--- src/rtl/tsc_pkg.sv ---
package tsc_pkg;
  localparam int ADC_W = 12;
  localparam int BUS_W = 32;

  // byte offsets of fixed registers
  localparam logic [7:0] A_USER   = 8'h00;
  localparam logic [7:0] A_AUTO   = 8'h04;
  localparam logic [7:0] A_IEN    = 8'h08;
  localparam logic [7:0] A_PEND   = 8'h0C;
  localparam logic [7:0] A_DEB_AL = 8'h60;
  localparam logic [7:0] A_DEB_SH = 8'h64;
  localparam logic [7:0] A_PER_N  = 8'h68;
  localparam logic [7:0] A_PER_F  = 8'h6C;

  // per-channel register groups: upper address nibble
  localparam logic [3:0] G_DATA  = 4'h2;
  localparam logic [3:0] G_ALTHR = 4'h3;
  localparam logic [3:0] G_SHTHR = 4'h4;

  // bit positions software depends on
  localparam int B_RUN   = 0;
  localparam int B_INV   = 1;
  localparam int B_SHCHK = 4;
  localparam int B_POLH  = 8;
  localparam int B_R_IO  = 4;
  localparam int B_R_RU  = 8;

  typedef enum logic [0:0] {SQ_IDLE, SQ_WAIT} seq_state_e;

  function automatic logic [7:0] chan_addr(input logic [3:0] grp, input int c);
    logic [1:0] idx;
    idx = c[1:0];
    return {grp, idx, 2'b00};
  endfunction
endpackage

--- src/rtl/tsc_ticker.sv ---
module tsc_ticker #(
  parameter int TICK_DIV = 4,
  parameter int PER_W    = 16
) (
  input  logic             clk,
  input  logic             rst,
  input  logic             run,
  input  logic             sel_fast,
  input  logic             busy,
  input  logic [PER_W-1:0] per_norm,
  input  logic [PER_W-1:0] per_fast,
  output logic             start
);
  localparam int PC_W = (TICK_DIV > 1) ? $clog2(TICK_DIV) : 1;

  logic [PC_W-1:0]  pc;
  logic [PER_W-1:0] cnt;
  logic [PER_W-1:0] lim;
  logic             tick;
  logic             due;

  assign tick = (pc == PC_W'(TICK_DIV - 1));
  assign lim  = sel_fast ? per_fast : per_norm;
  assign due  = (({1'b0, cnt} + 1'b1) >= {1'b0, lim});

  always_ff @(posedge clk) begin
    if (rst || !run) begin
      pc    <= '0;
      cnt   <= '0;
      start <= 1'b0;
    end else begin
      start <= 1'b0;
      pc    <= tick ? '0 : pc + 1'b1;
      if (tick) begin
        if (due) begin
          cnt   <= '0;
          start <= !busy;
        end else begin
          cnt <= cnt + 1'b1;
        end
      end
    end
  end
endmodule

--- src/rtl/tsc_seq.sv ---
module tsc_seq
  import tsc_pkg::*;
#(
  parameter int NUM_CH = 2,
  parameter int CH_W   = 1
) (
  input  logic            clk,
  input  logic            rst,
  input  logic            run,
  input  logic            start,
  input  logic            adc_valid,
  output logic            adc_req,
  output logic [CH_W-1:0] cur_ch,
  output logic            smp_v,
  output logic            busy
);
  seq_state_e state;

  always_ff @(posedge clk) begin
    if (rst || !run) begin
      state   <= SQ_IDLE;
      adc_req <= 1'b0;
      cur_ch  <= '0;
    end else begin
      case (state)
        SQ_IDLE: begin
          adc_req <= 1'b0;
          if (start) begin
            adc_req <= 1'b1;
            cur_ch  <= '0;
            state   <= SQ_WAIT;
          end
        end
        default: begin
          adc_req <= 1'b0;
          if (adc_valid) begin
            if (cur_ch == CH_W'(NUM_CH - 1)) begin
              state <= SQ_IDLE;
            end else begin
              cur_ch  <= cur_ch + 1'b1;
              adc_req <= 1'b1;
            end
          end
        end
      endcase
    end
  end

  assign smp_v = (state == SQ_WAIT) && adc_valid;
  assign busy  = (state != SQ_IDLE);
endmodule

--- src/rtl/tsc_chan.sv ---
module tsc_chan
  import tsc_pkg::*;
#(
  parameter int DW         = 10,
  parameter int DEB_W      = 8,
  parameter int HOT_RISING = 1
) (
  input  logic             clk,
  input  logic             rst,
  input  logic             run,
  input  logic             smp_v,
  input  logic [ADC_W-1:0] raw,
  input  logic             inv,
  input  logic [DW-1:0]    al_thr,
  input  logic [DW-1:0]    sh_thr,
  input  logic [DEB_W-1:0] al_deb,
  input  logic [DEB_W-1:0] sh_deb,
  input  logic             sh_chk,
  output logic [DW-1:0]    data,
  output logic             hot,
  output logic             al_evt,
  output logic             sh_lat
);
  logic [ADC_W-1:0] conv;
  logic [DW-1:0]    nd;
  logic             al_hit, sh_hit;
  logic [DEB_W-1:0] al_cnt, sh_cnt, al_nxt, sh_nxt;

  function automatic logic hotter(input logic [DW-1:0] v, input logic [DW-1:0] lim);
    return (HOT_RISING != 0) ? (v > lim) : (v < lim);
  endfunction

  assign conv   = inv ? (ADC_W'(1024) - {{(ADC_W-10){1'b0}}, raw[9:0]}) : raw;
  assign nd     = conv[DW-1:0];
  assign al_hit = hotter(nd, al_thr);
  assign sh_hit = hotter(nd, sh_thr);
  assign al_nxt = al_hit ? ((al_cnt == '1) ? al_cnt : al_cnt + 1'b1) : '0;
  assign sh_nxt = sh_hit ? ((sh_cnt == '1) ? sh_cnt : sh_cnt + 1'b1) : '0;
  assign al_evt = smp_v && al_hit && (al_nxt >= al_deb);

  always_ff @(posedge clk) begin
    if (rst) begin
      data   <= '0;
      hot    <= 1'b0;
      al_cnt <= '0;
      sh_cnt <= '0;
      sh_lat <= 1'b0;
    end else begin
      if (smp_v && sh_chk && sh_hit && (sh_nxt >= sh_deb)) sh_lat <= 1'b1;
      if (!run) begin
        al_cnt <= '0;
        sh_cnt <= '0;
        hot    <= 1'b0;
      end else if (smp_v) begin
        data   <= nd;
        al_cnt <= al_nxt;
        sh_cnt <= sh_nxt;
        hot    <= al_hit || sh_hit;
      end
    end
  end
endmodule

--- src/rtl/thermal_scan_ctrl.sv ---
module thermal_scan_ctrl
  import tsc_pkg::*;
#(
  parameter int NUM_CH       = 2,
  parameter int WIDE_DATA    = 0,
  parameter int HOT_RISING   = 1,
  parameter int TICK_DIV     = 4,
  parameter int PER_W        = 16,
  parameter int DEB_W        = 8,
  parameter int DEF_PER_NORM = 250,
  parameter int DEF_PER_FAST = 50,
  parameter int DEF_DEB      = 4,
  localparam int CH_W        = (NUM_CH > 1) ? $clog2(NUM_CH) : 1
) (
  input  logic             clk,
  input  logic             rst,
  input  logic             bus_valid,
  input  logic             bus_write,
  input  logic [7:0]       bus_addr,
  input  logic [31:0]      bus_wdata,
  output logic [31:0]      bus_rdata,
  output logic             adc_req,
  output logic [CH_W-1:0]  adc_chan,
  input  logic             adc_valid,
  input  logic [11:0]      adc_code,
  output logic             irq,
  output logic             shut_gpio,
  output logic             shut_reset
);
  localparam int DW       = (WIDE_DATA != 0) ? 12 : 10;
  localparam int STAT_BIT = (WIDE_DATA != 0) ? 8 : 16;
  localparam logic [DW-1:0] THR_RST = (HOT_RISING != 0) ? '1 : '0;

  // configuration state
  logic [BUS_W-1:0]  user_r;
  logic              auto_en, auto_inv, pol_high;
  logic [NUM_CH-1:0] sh_chk, al_ien, rt_io, rt_ru;
  logic [DEB_W-1:0]  deb_al, deb_sh;
  logic [PER_W-1:0]  per_n, per_f;
  logic [DW-1:0]     al_thr [NUM_CH];
  logic [DW-1:0]     sh_thr [NUM_CH];

  // status and datapath
  logic [NUM_CH-1:0] pend, al_evt, sh_lat, hot, ch_smp;
  logic [DW-1:0]     ch_data [NUM_CH];
  logic              start, busy, smp_v;
  logic [BUS_W-1:0]  rd_mux;
  logic              wr_en, rd_en;

  assign wr_en = bus_valid && bus_write;
  assign rd_en = bus_valid && !bus_write;

  tsc_ticker #(.TICK_DIV(TICK_DIV), .PER_W(PER_W)) u_ticker (
    .clk(clk), .rst(rst), .run(auto_en), .sel_fast(|hot), .busy(busy),
    .per_norm(per_n), .per_fast(per_f), .start(start)
  );

  tsc_seq #(.NUM_CH(NUM_CH), .CH_W(CH_W)) u_seq (
    .clk(clk), .rst(rst), .run(auto_en), .start(start), .adc_valid(adc_valid),
    .adc_req(adc_req), .cur_ch(adc_chan), .smp_v(smp_v), .busy(busy)
  );

  for (genvar g = 0; g < NUM_CH; g++) begin : g_ch
    assign ch_smp[g] = smp_v && (adc_chan == CH_W'(g));
    tsc_chan #(.DW(DW), .DEB_W(DEB_W), .HOT_RISING(HOT_RISING)) u_chan (
      .clk(clk), .rst(rst), .run(auto_en), .smp_v(ch_smp[g]), .raw(adc_code),
      .inv(auto_inv), .al_thr(al_thr[g]), .sh_thr(sh_thr[g]),
      .al_deb(deb_al), .sh_deb(deb_sh), .sh_chk(sh_chk[g]),
      .data(ch_data[g]), .hot(hot[g]), .al_evt(al_evt[g]), .sh_lat(sh_lat[g])
    );
  end

  // register writes
  always_ff @(posedge clk) begin
    if (rst) begin
      user_r   <= '0;
      auto_en  <= 1'b0;
      auto_inv <= 1'b0;
      pol_high <= 1'b0;
      sh_chk   <= '0;
      al_ien   <= '0;
      rt_io    <= '0;
      rt_ru    <= '0;
      deb_al   <= DEB_W'(DEF_DEB);
      deb_sh   <= DEB_W'(DEF_DEB);
      per_n    <= PER_W'(DEF_PER_NORM);
      per_f    <= PER_W'(DEF_PER_FAST);
      for (int c = 0; c < NUM_CH; c++) begin
        al_thr[c] <= THR_RST;
        sh_thr[c] <= THR_RST;
      end
    end else if (wr_en) begin
      case (bus_addr)
        A_USER: user_r <= bus_wdata;
        A_AUTO: begin
          auto_en  <= bus_wdata[B_RUN];
          auto_inv <= bus_wdata[B_INV];
          pol_high <= bus_wdata[B_POLH];
          for (int c = 0; c < NUM_CH; c++) sh_chk[c] <= bus_wdata[B_SHCHK + c];
        end
        A_IEN: begin
          for (int c = 0; c < NUM_CH; c++) begin
            al_ien[c] <= bus_wdata[c];
            rt_io[c]  <= bus_wdata[B_R_IO + c];
            rt_ru[c]  <= bus_wdata[B_R_RU + c];
          end
        end
        A_DEB_AL: deb_al <= bus_wdata[DEB_W-1:0];
        A_DEB_SH: deb_sh <= bus_wdata[DEB_W-1:0];
        A_PER_N:  per_n  <= bus_wdata[PER_W-1:0];
        A_PER_F:  per_f  <= bus_wdata[PER_W-1:0];
        default: begin
          for (int c = 0; c < NUM_CH; c++) begin
            if (bus_addr == chan_addr(G_ALTHR, c)) al_thr[c] <= bus_wdata[DW-1:0];
            if (bus_addr == chan_addr(G_SHTHR, c)) sh_thr[c] <= bus_wdata[DW-1:0];
          end
        end
      endcase
    end
  end

  // alarm pending: event has priority over acknowledge
  always_ff @(posedge clk) begin
    if (rst) begin
      pend <= '0;
    end else begin
      for (int c = 0; c < NUM_CH; c++) begin
        if (al_evt[c]) pend[c] <= 1'b1;
        else if (wr_en && (bus_addr == A_PEND) && !bus_wdata[c]) pend[c] <= 1'b0;
      end
    end
  end

  // read mux
  always_comb begin
    rd_mux = '0;
    case (bus_addr)
      A_USER: rd_mux = user_r;
      A_AUTO: begin
        rd_mux[B_RUN]  = auto_en;
        rd_mux[B_INV]  = auto_inv;
        rd_mux[B_POLH] = pol_high;
        for (int c = 0; c < NUM_CH; c++) rd_mux[B_SHCHK + c] = sh_chk[c];
      end
      A_IEN: begin
        for (int c = 0; c < NUM_CH; c++) begin
          rd_mux[c]          = al_ien[c];
          rd_mux[B_R_IO + c] = rt_io[c];
          rd_mux[B_R_RU + c] = rt_ru[c];
        end
      end
      A_PEND: begin
        rd_mux[NUM_CH-1:0] = pend;
        rd_mux[STAT_BIT]   = |sh_lat;
      end
      A_DEB_AL: rd_mux[DEB_W-1:0] = deb_al;
      A_DEB_SH: rd_mux[DEB_W-1:0] = deb_sh;
      A_PER_N:  rd_mux[PER_W-1:0] = per_n;
      A_PER_F:  rd_mux[PER_W-1:0] = per_f;
      default: begin
        for (int c = 0; c < NUM_CH; c++) begin
          if (bus_addr == chan_addr(G_DATA, c))  rd_mux[DW-1:0] = ch_data[c];
          if (bus_addr == chan_addr(G_ALTHR, c)) rd_mux[DW-1:0] = al_thr[c];
          if (bus_addr == chan_addr(G_SHTHR, c)) rd_mux[DW-1:0] = sh_thr[c];
        end
      end
    endcase
  end

  // registered outputs
  always_ff @(posedge clk) begin
    if (rst) begin
      bus_rdata  <= '0;
      irq        <= 1'b0;
      shut_gpio  <= 1'b1;
      shut_reset <= 1'b1;
    end else begin
      if (rd_en) bus_rdata <= rd_mux;
      irq        <= |(pend & al_ien);
      shut_gpio  <= pol_high ?  (|(sh_lat & rt_io)) : !(|(sh_lat & rt_io));
      shut_reset <= pol_high ?  (|(sh_lat & rt_ru)) : !(|(sh_lat & rt_ru));
    end
  end
endmodule

--- config.mk ---
export PLATFORM = sky130hd
export DESIGN_NAME = thermal_scan_ctrl
export DESIGN_NICKNAME = d
export VERILOG_FILES = /design/src/rtl/tsc_pkg.sv /design/src/rtl/tsc_ticker.sv /design/src/rtl/tsc_seq.sv /design/src/rtl/tsc_chan.sv /design/src/rtl/thermal_scan_ctrl.sv
export SDC_FILE = /design/constraint.sdc
export NUM_CORES = 1
export LEC_CHECK = 0
export BUFFER_PORTS_ARGS = -buffer_cell sky130_fd_sc_hd__buf_2
export CAP_MARGIN = 10
export CORE_MARGIN = 4
export CORE_UTILIZATION = 45
export CTS_BUF_LIST = sky130_fd_sc_hd__clkbuf_8 sky130_fd_sc_hd__clkbuf_16
export DETAILED_ROUTE_END_ITERATION = 8
export SLEW_MARGIN = 40
export SYNTH_ARGS = -nofsm -noshare
export SYNTH_HDL_FRONTEND = slang
export SYNTH_SLANG_ARGS = --single-unit
--- constraint.sdc ---
create_clock -name clk -period 5.57 [get_ports clk]
set_clock_uncertainty 0.05 [all_clocks]
set_input_delay 0.8355 -clock clk [delete_from_list [all_inputs] [get_ports clk]]
set_output_delay 0.8355 -clock clk [all_outputs]
set_load 0.05 [all_outputs]
**Word level (Yosys, flattened, before mapping)**

Memory sizes are Yosys's and may differ from the RTL's.
Cells that the tools add are included.

- $add $sub $neg: 9
- $lt $le $gt $ge: 9
- Eq/ne operators: 19
- Multiplexer cells: 68
- Bitwise operators: 11
- Reduce and logical (&&, ||, !) cells: 54

Operators with widths:

| kind | number |
|---|---|
| two-way mux 10 bit | 11 |
| two-way mux 8 bit | 8 |
| == test 8 x 7 -> 1 bit (second input constant) | 6 |
| > comparator 10 bit | 4 |
| two-way mux 1 bit | 38 |
| adder 8 x 1 -> 8 bit (second input constant) | 4 |
| == test 8 x 6 -> 1 bit (second input constant) | 4 |
| == test 8 bit (second input constant) | 4 |
| >= comparator 8 bit | 4 |
| two-way mux 16 bit | 2 |
| case mux 2 bit (8 select lines) | 2 |
| case mux 2 bit (6 select lines) | 2 |
| AND reduction 2 bit | 10 |
| logical AND 1 bit | 18 |
| case mux 6 bit (3 select lines) | 1 |
| adder 16 x 1 -> 17 bit (second input constant) | 1 |
| >= comparator 17 x 16 -> 1 bit | 1 |
| adder 16 x 1 -> 16 bit (second input constant) | 1 |
| == test 8 x 4 -> 1 bit (second input constant) | 2 |
| two-way mux 15 bit | 1 |
| OR reduction 2 bit | 7 |
| subtractor 1 x 10 -> 10 bit (first input constant) | 1 |
| OR reduction 3 bit | 3 |
| == test 8 x 3 -> 1 bit (second input constant) | 1 |
| 16 further kinds | 34 |

- Register bits after elaboration: 206
- Bits in writable memories: 40
- Output and inout bits: 37
- Memories: 2

Memories:

| memory | words | bits a word | rd ports | clocked after memory_dff | wr ports | RTL line | text |
|---|---|---|---|---|---|---|---|
| al_thr | 2 | 10 | 2 | 0 | 2 | thermal_scan_ctrl.sv:40 | `logic [DW-1:0] al_thr [NUM_CH];` |
| sh_thr | 2 | 10 | 2 | 0 | 2 | thermal_scan_ctrl.sv:41 | `logic [DW-1:0] sh_thr [NUM_CH];` |

**Depth between registers and ports, before layout**

Gate-level depths: netlist of the first run.

- Depth in word-level cells: 8
- Mapped depth: 23
- Depth with buffers taken out: 23

**By module**

From an unflattened synthesis of the first run, not the netlist that was laid out.

- Cell total of the unflattened synthesis: 1661
- Area, all modules: 14072.2 sq um

By module, submodules not included:

| module | instances | cells an instance | area each (sq um) | seq. area each (sq um) |
|---|---|---|---|---|
| thermal_scan_ctrl | 1 | 804 | 7378.3 | 3763.6 |
| tsc_chan (g_ch[0].u_chan) | 1 | 345 | 2613.8 | 560.5 |
| tsc_chan (g_ch[1].u_chan) | 1 | 344 | 2507.4 | 560.5 |
| tsc_ticker | 1 | 155 | 1452.6 | 380.4 |
| tsc_seq | 1 | 13 | 120.1 | 60.1 |

**Least setup slack after synthesis of the first run**

Ideal clock, no wire load.

- Path type: input to register
- Start: in adc_code[0]
- End: reg g_ch[0].u_chan.sh_lat
- Arrival: 4442 ps
- Data required time: 5392 ps
- Path slack: 951 ps
- Stages on the path: 20
- Cells stage by stage: or3_1 > nand2b_1 > o31ai_1 > xor2_1 > inv_1 > ha_1 > nand4_1 > nor3_1 > a221oi_1 > a32o_1 > clkbuf_1 > nand2b_1 > ha_1 > nand2b_1 > a21o_1 > a21o_1 > a21oi_1 > o21ai_0 > a41oi_1 > nor2_1

- Cells in the longest elaborated chain, start to end: 6
- Elaborated cells on any way between the ends: 7
- Those cells by class: add/sub (1); order compare (2); mux (2); reduce/logical (2)

RTL lines:

| element | RTL line | text |
|---|---|---|
| from (decl) | thermal_scan_ctrl.sv:25 | `input logic [11:0] adc_code,` |
| subtractor 1 x 10 -> 10 bit * | tsc_chan.sv:33 | `assign conv = inv ? (ADC_W'(1024) - {{(ADC_W-10){1'b0}}, raw[9:0]}) : raw;` |
| two-way mux 10 bit * | tsc_chan.sv:33 |  |
| named net g_ch[0].u_chan.conv[9] | tsc_chan.sv:24 | `logic [ADC_W-1:0] conv;` |
| > comparator 10 bit * | tsc_chan.sv:30 | `return (HOT_RISING != 0) ? (v > lim) : (v < lim);` |
| two-way mux 8 bit | tsc_chan.sv:38 | `assign sh_nxt = sh_hit ? ((sh_cnt == '1) ? sh_cnt : sh_cnt + 1'b1) : '0;` |
| >= comparator 8 bit | tsc_chan.sv:49 | `if (smp_v && sh_chk && sh_hit && (sh_nxt >= sh_deb)) sh_lat <= 1'b1;` |
| logical AND 1 bit * | tsc_chan.sv:49 |  |
| to (signal assigned) | tsc_chan.sv:47 | `sh_lat <= 1'b0;` |
| to (signal assigned) | tsc_chan.sv:49 |  |
| to (decl) | tsc_chan.sv:22 | `output logic sh_lat` |

The timed path passes the listed nets; every way through them passes the cells marked *.
A chain may end at the register's enable or synchronous reset.

**Final worst setup path of the first run**

- Start: in adc_code[0]
- End: reg pend[1]

- Cells in the longest elaborated chain, start to end: 7
- Elaborated cells on any way between the ends: 9
- Those cells by class: add/sub (1); order compare (2); mux (3); reduce/logical (3)

RTL lines:

| element | RTL line | text |
|---|---|---|
| subtractor 1 x 10 -> 10 bit * | n/a |  |
| two-way mux 10 bit * | n/a |  |
| named net g_ch[0].u_chan.conv[9] | tsc_chan.sv:24 |  |
| > comparator 10 bit * | tsc_chan.sv:30 |  |
| two-way mux 8 bit | tsc_chan.sv:37 | `assign al_nxt = al_hit ? ((al_cnt == '1) ? al_cnt : al_cnt + 1'b1) : '0;` |
| >= comparator 8 bit | tsc_chan.sv:39 | `assign al_evt = smp_v && al_hit && (al_nxt >= al_deb);` |
| logical AND 1 bit * | tsc_chan.sv:39 |  |
| two-way mux 1 bit / nonzero test 2 bit (equally long branches) | n/a |  |
| to (signal assigned) | thermal_scan_ctrl.sv:125 | `pend <= '0;` |
| to (signal, indexed assignment) | thermal_scan_ctrl.sv:128 | `if (al_evt[c]) pend[c] <= 1'b1;` |
| to (signal, indexed assignment) | thermal_scan_ctrl.sv:129 | `else if (wr_en && (bus_addr == A_PEND) && !bus_wdata[c]) pend[c] <= 1'b0;` |
| to (decl) | thermal_scan_ctrl.sv:44 | `logic [NUM_CH-1:0] pend, al_evt, sh_lat, hot, ch_smp;` |

Marked as above.

==> impl_results.md, run 1 <==
* DR vias at 12000
* WL per Instance at 19.4 um
* Layout area overhead at 12.8%
* Crit path time final at 4580 ps
* Most used cell along the critical path: nand2b_1
* Antenna violations before repair at 1
* End of the worst hold path: u_ticker.pc[0]$_SDFF_PP0_
* Initial core utilization at 45.8%
* Synth area leader: dfxtp_1
* Syn_area_per_cell at 8.47 um2
* Top-count cell post-synth: nand2_1
* Post-placement setup slack at 367 ps
* Final ANT Viol Nets at 0
* CP Data Required Time at 5930 ps
* CP arrival at 4940 ps
* RSZ-0062 raised after global routing: false
* Ys flop type: dfxtp_1
* Max cap viols at 0
* Least-Margin Pin Slew at 843 ps
* Crit-path max FO at 10
* Clock sinks at 246
* Clock latency on the worst-skew pair at 560 ps
* Worst-path clk slew at 60 ps
* Yosys top cell area share at 30.2%
* # rows at 63
* Worst R2R Start: auto_inv$_SDFFE_PP0P_
* Drt via density at 5.78
* Resized cells post-CTS at 0
* CTS buffer count at 28
* 1st-pass router iterations at 5
* Total Nets Final at 1821
* Setup repair bufs after CTS at 0
* Run status: completed
* P_leak at 5.95 nW
* CP cell instances: buf_2 > or3_1 > nand2b_1 > o31ai_1 > xor2_1 > inv_1 > ha_1 > nand3_1 > or4_1 > a21bo_1 > nand2b_1 > ha_1 > nand2b_1 > a21o_1 > a21oi_1 > o21ai_0 > nand3_1 > a211o_1 > a21oi_1
* Period Utilization, post-route at 82.2%
* # setup viols final at 0
* Max-slew headroom at 43.8%
* Number of flops mapped to enable cells by yosys at 40
* Cell with the largest stage delay on the worst path: or4_1
* Total wire length at 40400 um
* CTS max path bufs at 3
* Total die area at 33100 um2
* FF-to-FF path depth at 15
* R2r setup slk at 1240 ps
* Hold Crit Depth at 1
* Number of buffers added on ports at 91
* Power Density at 261 nW/um2
* HP Start: u_ticker.pc[0]$_SDFF_PP0_
* Final Hold Viols at 0
* Async set or reset register ratio after synthesis at 0%
* Clock root buffer: clkbuf_16
* Critical Path Source Type: primary input
* H-tree depth at 1
* Die W at 182 um
* Hold buffer count at CTS at 0
* Post-Synthesis Cells at 1610
* TNS Setup at 0 ps
* Yosys cell types at 77
* Worst r2r dst: g_ch[1].u_chan.sh_lat$_SDFFE_PP0P_
* F_max at 218 MHz
* Vias in the first global route at 11300
* Share of cells above drive strength 1 at 12.4%
* Seq/Total Area, Yosys at 39.1%
* First-pass GRT wire length at 63400 um
* Slowest stage delay, CP at 620 ps
* Core Footprint at 29800 um2
* GPL Wtd Cong at 0.923
* Final Max Tran Viols at 0
* Number of fill cells in the layout at 2863
* Final HPWL DP at 29300 um
* CTS tree: yes
* Max rail drop VDD at 218 uV
* Post-synth net total at 1762
* Die H at 182 um
* Largest net degree at the start of global routing at 80
* Buf+Inv Stages, Crit Path at 2
* Post-synthesis sequential element count at 246
* Gr usage total at 23.5%
* DRT iter0 DRCs at 1125
* GRT Residual Overflow at 0
* Endpoint class of the critical path: flop
* Min-delay worst type: reg2reg
* Mapped cell area at 13600 um2
* Top cells by count, synth: 216 x nand2_1, 206 x dfxtp_1, 151 x nor2_1
* Ports at 94
* WP depth at 19
* Worst setup slack after layout at 989 ps
* DRC viols at 0
* Number of diodes at 0
* WS Path Type: in2reg
* YS warnings at 0
* Area contributors post-synth: dfxtp_1 30%, edfxtp_1 8.8%, ha_1 8.7%, nand2_1 5.9%, a21oi_1 5.3%
* Crit path max-delay family: simple AND/OR/NAND/NOR gates
[metrics by stage]
step	utilization, %	cells	cell area, um2	power [W]	hold WS [ps]
global placement	48.2	2028	14400	0.00216	365
detailed placement	48.4	2029	14400	0.00217	373
global route	51.6	2080	15400	0.00415	410
CTS	51.6	2080	15400	0.00405	382
floorplan	-	1610	13600	0.00206	354
finish	51.6	2080	15400	0.00401	383
[layout by cell type, fill, tap and decap left out, types with 6 or more instances in the layout]
cell type / instances
a31oi_1: 9
clkinv_2: 6
nor2_2: 6
xor2_1: 18
a21o_1: 16
nor2_1: 148
mux2_2: 11
inv_1: 81
a221oi_1: 9
a222oi_1: 7
clkbuf_8: 6
dfxtp_1: 206
nand2_1: 216
edfxtp_1: 40
ha_1: 94
o31ai_1: 9
a22oi_1: 24
o21ai_1: 10
nor2b_1: 14
o21ai_0: 54
xnor2_1: 20
nand2b_1: 51
o21a_1: 10
nor4_1: 6
buf_4: 19
nor3_1: 27
nand3_1: 74
mux2i_1: 56
a21oi_1: 145
buf_2: 90
nand4_1: 16
and3_1: 11
and2_1: 9
a211oi_1: 30
clkbuf_16: 29
[worst max-delay path by stage]
stage	start	to	slack [ps]
final	adc_code[0]	pend[1]$_SDFFE_PP0P_	990
after floorplan	adc_code[0]	g_ch[0].u_chan.sh_lat$_SDFFE_PP0P_	950
after global placement	adc_code[0]	g_ch[0].u_chan.sh_lat$_SDFFE_PP0P_	390
after detailed placement	adc_code[0]	g_ch[0].u_chan.sh_lat$_SDFFE_PP0P_	370
after global routing	adc_code[0]	g_ch[0].u_chan.sh_lat$_SDFFE_PP0P_	470
after CTS	adc_code[0]	g_ch[0].u_chan.sh_lat$_SDFFE_PP0P_	950
[kinds of logic after synthesis]
logic type	synth area share, %
compound gates	17.8
xor+xnor	2.44
fa+ha+maj	8.72
buf+inv	4.79
flops	39.1
mux	5.35
simple gates	21.8
[cell type report]
class                      count  area, um2  share of cell area (%)
timing repair buffer         111        616                    4.00
clock buffer                  35        808                    5.26
clock inverter                16        140                   0.911
tap                          390        488                    3.17
multi-input combinational   1204       7710                    50.1
sequential                   246       5330                    34.6
inverter                      78        293                    1.90
[worst reg2reg max path, cell delays in order (launching register included)]
cell,delay [ps]
dfxtp_1,580
nand2_1,120
xor2_1,250
inv_1,180
ha_1,330
a21o_1,190
a21o_1,170
a221o_1,400
a221oi_4,430
or2_1,310
nor2_1,100
ha_1,300
a2111oi_0,400
o21ai_0,170
o2111ai_1,110
o22ai_1,100
[layer usage]
layer / vias to the layer above / track usage, % / share of wire, %
li1: 5853 / - / -
met1: 5798 / 33.0 / 46
met2: 318 / 39.1 / 47
met3: 62 / 2.69 / 5.0
met4: 0 / 5.31 / 2.2
met5: - / 0 / 0
[where the power goes]
part           switching (W)  internal, W
Sequential         0.0000151      0.00182
Combinational       0.000200    0.0000949
Clock               0.000761      0.00111
Total               0.000977      0.00303
[registers in the layout, indices dropped and copies added, names as in the netlist, 8 cells and up]
register / count
g_ch.u_chan.data: 20
g_ch.u_chan.al_cnt: 16
deb_sh: 8
user_r: 32
al_thr: 20
sh_thr: 20
deb_al: 8
g_ch.u_chan.sh_cnt: 16
bus_rdata: 32
per_f: 16
u_ticker.cnt: 16
per_n: 16
Note: power is estimated with default switching activity, not from simulation.
==> inputs of run 2 (changes only) <==
Clock period 5.57 ns to 4.8 ns, I/O delays scaled along.
==> impl_results.md, run 2 (synthesis gave the netlist of run 1 again) <==
* Run status: completed
* Clock root buffer: clkbuf_16
* Inst Count DP at 2054 (+1.2%)
* Total die area at 33100 um2 (unchanged)
* CTS buffer count at 28 (unchanged)
* Met3 usage at 3.79% (+1.1 points)
* Commonest non-fill, non-tap cell in the layout: nand2_1
* Min-delay worst type: in2reg
* GPL Wtd Cong at 0.949 (+2.8%)
* Power Density at 299 nW/um2 (+15%)
* CP Data Required Time at 5150 ps (-780 ps)
* Drt via density at 5.71 (-1.3%)
* Worst r2r dst: g_ch[1].u_chan.sh_lat$_SDFFE_PP0P_
* CTS tree: yes
* Met1 usage at 33.0% (about the same)
* Endpoint class of the critical path: flop
* Period Utilization, post-route at 88.1%
* Final HPWL DP at 29200 um (-0.24%)
* Crit path max-delay family: compound AO/OA/AOI/OAI gates
* Total wire length at 40200 um (-0.48%)
* Final Hold Viols at 0 (unchanged)
* DR vias at 12000 (-0.017%)
* Max-slew headroom at 45.6% (+1.7 points)
* WL per Instance at 19.1 um (-1.7%)
* TNS Setup at 0 ps (unchanged)
* CP cell instances: buf_2 > buf_4 > inv_1 > ha_1 > nand2b_1 > o21ai_0 > xor2_1 > inv_1 > ha_1 > and4_1 > a221o_1 > a221oi_4 > or2_1 > buf_4 > nor2_1 > ha_1 > a2111oi_0 > o21ai_0 > o2111ai_1 > o22ai_1
* H-tree depth at 1 (unchanged)
* # rows at 63 (unchanged)
* Share of cells above drive strength 1 at 13.7% (+1.3 points)
* Final ANT Viol Nets at 0 (unchanged)
* Final Max Tran Viols at 0 (unchanged)
* Hold buffer count at CTS at 0 (unchanged)
* Biggest regs: bus_rdata x32, user_r x32
* CTS max path bufs at 3 (unchanged)
* Worst-path clk slew at 60 ps (about the same)
* Die W at 182 um (unchanged)
* Max rail drop VDD at 251 uV (+15%)
* Hold Crit Depth at 3 (+2)
* Met2 Use GR at 37.5% (-1.6 points)
* Critical Path Source Type: primary input
* Largest net degree at the start of global routing at 82 (+2.5%)
* HP Start: bus_wdata[21]
* Most used cell along the critical path: ha_1
* F_max at 237 MHz
* FF-to-FF path depth at 15 (unchanged)
* RSZ-0062 raised after global routing: false
* Die H at 182 um (unchanged)
* Crit path time final at 4230 ps
* Most frequent cells in the layout: 216 x nand2_1, 206 x dfxtp_1, 148 x nor2_1
* End of the worst hold path: user_r[21]$_SDFFE_PP0P_
* Placed cell area at 14600 um2 (+1.3%)
* Number of buffers added on ports at 91 (unchanged)
* Layout area overhead at 14.0%
* GRT busiest layer: met2
* DRC viols at 0 (unchanged)
* R2r setup slk at 720 ps (-520 ps)
* Finished Cell Area at 15500 um2 (+1.1%)
* First-pass GRT wire length at 63300 um (-0.23%)
* 1st-pass router iterations at 8 (+3)
* Least-Margin Pin Slew at 811 ps (-31.9 ps)
* Crit-path max FO at 5 (-5)
* DRT iter0 DRCs at 929 (-17%)
* WS Path Type: in2reg
* Resized cells post-CTS at 0 (unchanged)
* Ports at 94 (unchanged)
* CP arrival at 4580 ps (-360 ps)
* Initial core utilization at 45.8% (unchanged)
* Cell with the largest stage delay on the worst path: a2111oi_0
* # setup viols final at 0 (unchanged)
* Core Footprint at 29800 um2 (unchanged)
* Layout Cells excl Fill at 2106 (+1.3%)
* Clock latency on the worst-skew pair at 550 ps (about the same)
* Worst R2R Start: auto_inv$_SDFFE_PP0P_
* P_leak at 6.04 nW (+1.6%)
* Setup repair bufs after CTS at 0 (unchanged)
* Total Nets Final at 1846 (+1.4%)
* Buf+Inv Stages, Crit Path at 5 (+3)
* Antenna violations before repair at 5 (+4)
* Slowest stage delay, CP at 390 ps (-230 ps)
* Clock sinks at 246 (unchanged)
* WP depth at 20 (+1)
* Vias in the first global route at 11400 (+0.74%)
* Max cap viols at 0 (unchanged)
* Gr usage total at 23.5% (about the same)
* GRT Residual Overflow at 0 (unchanged)
## run 2: worst max path at each step
| stage | start | end | slack, ps |
|---|---|---|---|
| 2_1_floorplan | adc_code[0] | g_ch[0].u_chan.sh_lat$_SDFFE_PP0P_ | 300 |
| 3_3_place_gp | adc_code[0] | g_ch[0].u_chan.sh_lat$_SDFFE_PP0P_ | 50 |
| 3_5_place_dp | adc_code[0] | g_ch[0].u_chan.sh_lat$_SDFFE_PP0P_ | 20 |
| 4_1_cts | adc_code[0] | g_ch[0].u_chan.sh_lat$_SDFFE_PP0P_ | 580 |
| 5_1_grt | adc_code[0] | g_ch[1].u_chan.sh_lat$_SDFFE_PP0P_ | 220 |
| 6_report | adc_code[0] | g_ch[1].u_chan.sh_lat$_SDFFE_PP0P_ | 570 |
## run 2: metrics by stage
step / total power (W) / setup slack [ps] / utilization (%) / hold WS [ps]
global placement: 0.00254 / 49.7 / 48.9 / 366
finish: 0.00466 / 572 / 52.2 / 349
global route: 0.00482 / 217 / 52.2 / 352
CTS: 0.00469 / 576 / 52.1 / 329
detailed placement: 0.00254 / 19.1 / 49.0 / 367
floorplan: 0.00239 / 296 / - / 354
## run 2: routing by layer
layer  vias up  wire [um]
met5         -         12
met2       345      18400
met1      5692      18100
met3        77       2450
met4         2       1230
li1       5913          -
## run 2: cell type report
class | count | area [um2]
Antenna cell | 2 | 5.00
Clock buffer | 35 | 797
Clock inverter | 15 | 135
Fill cell | 2846 | 14300
Inverter | 78 | 293
Multi-Input combinational cell | 1204 | 7700
Sequential cell | 246 | 5330
Tap cell | 390 | 488
Timing Repair Buffer | 136 | 800
## run 2: power by group
group | internal (W) | switching (W)
sequential | 0.00212 | 0.0000186
combinational | 0.000132 | 0.000236
clock | 0.00127 | 0.000878
total | 0.00352 | 0.00113
## run 2: worst min-delay path: cells and delay by family
kind	cells	cell delay, ps
simple gates	1	40
compound gates	1	50
buf+inv	1	90
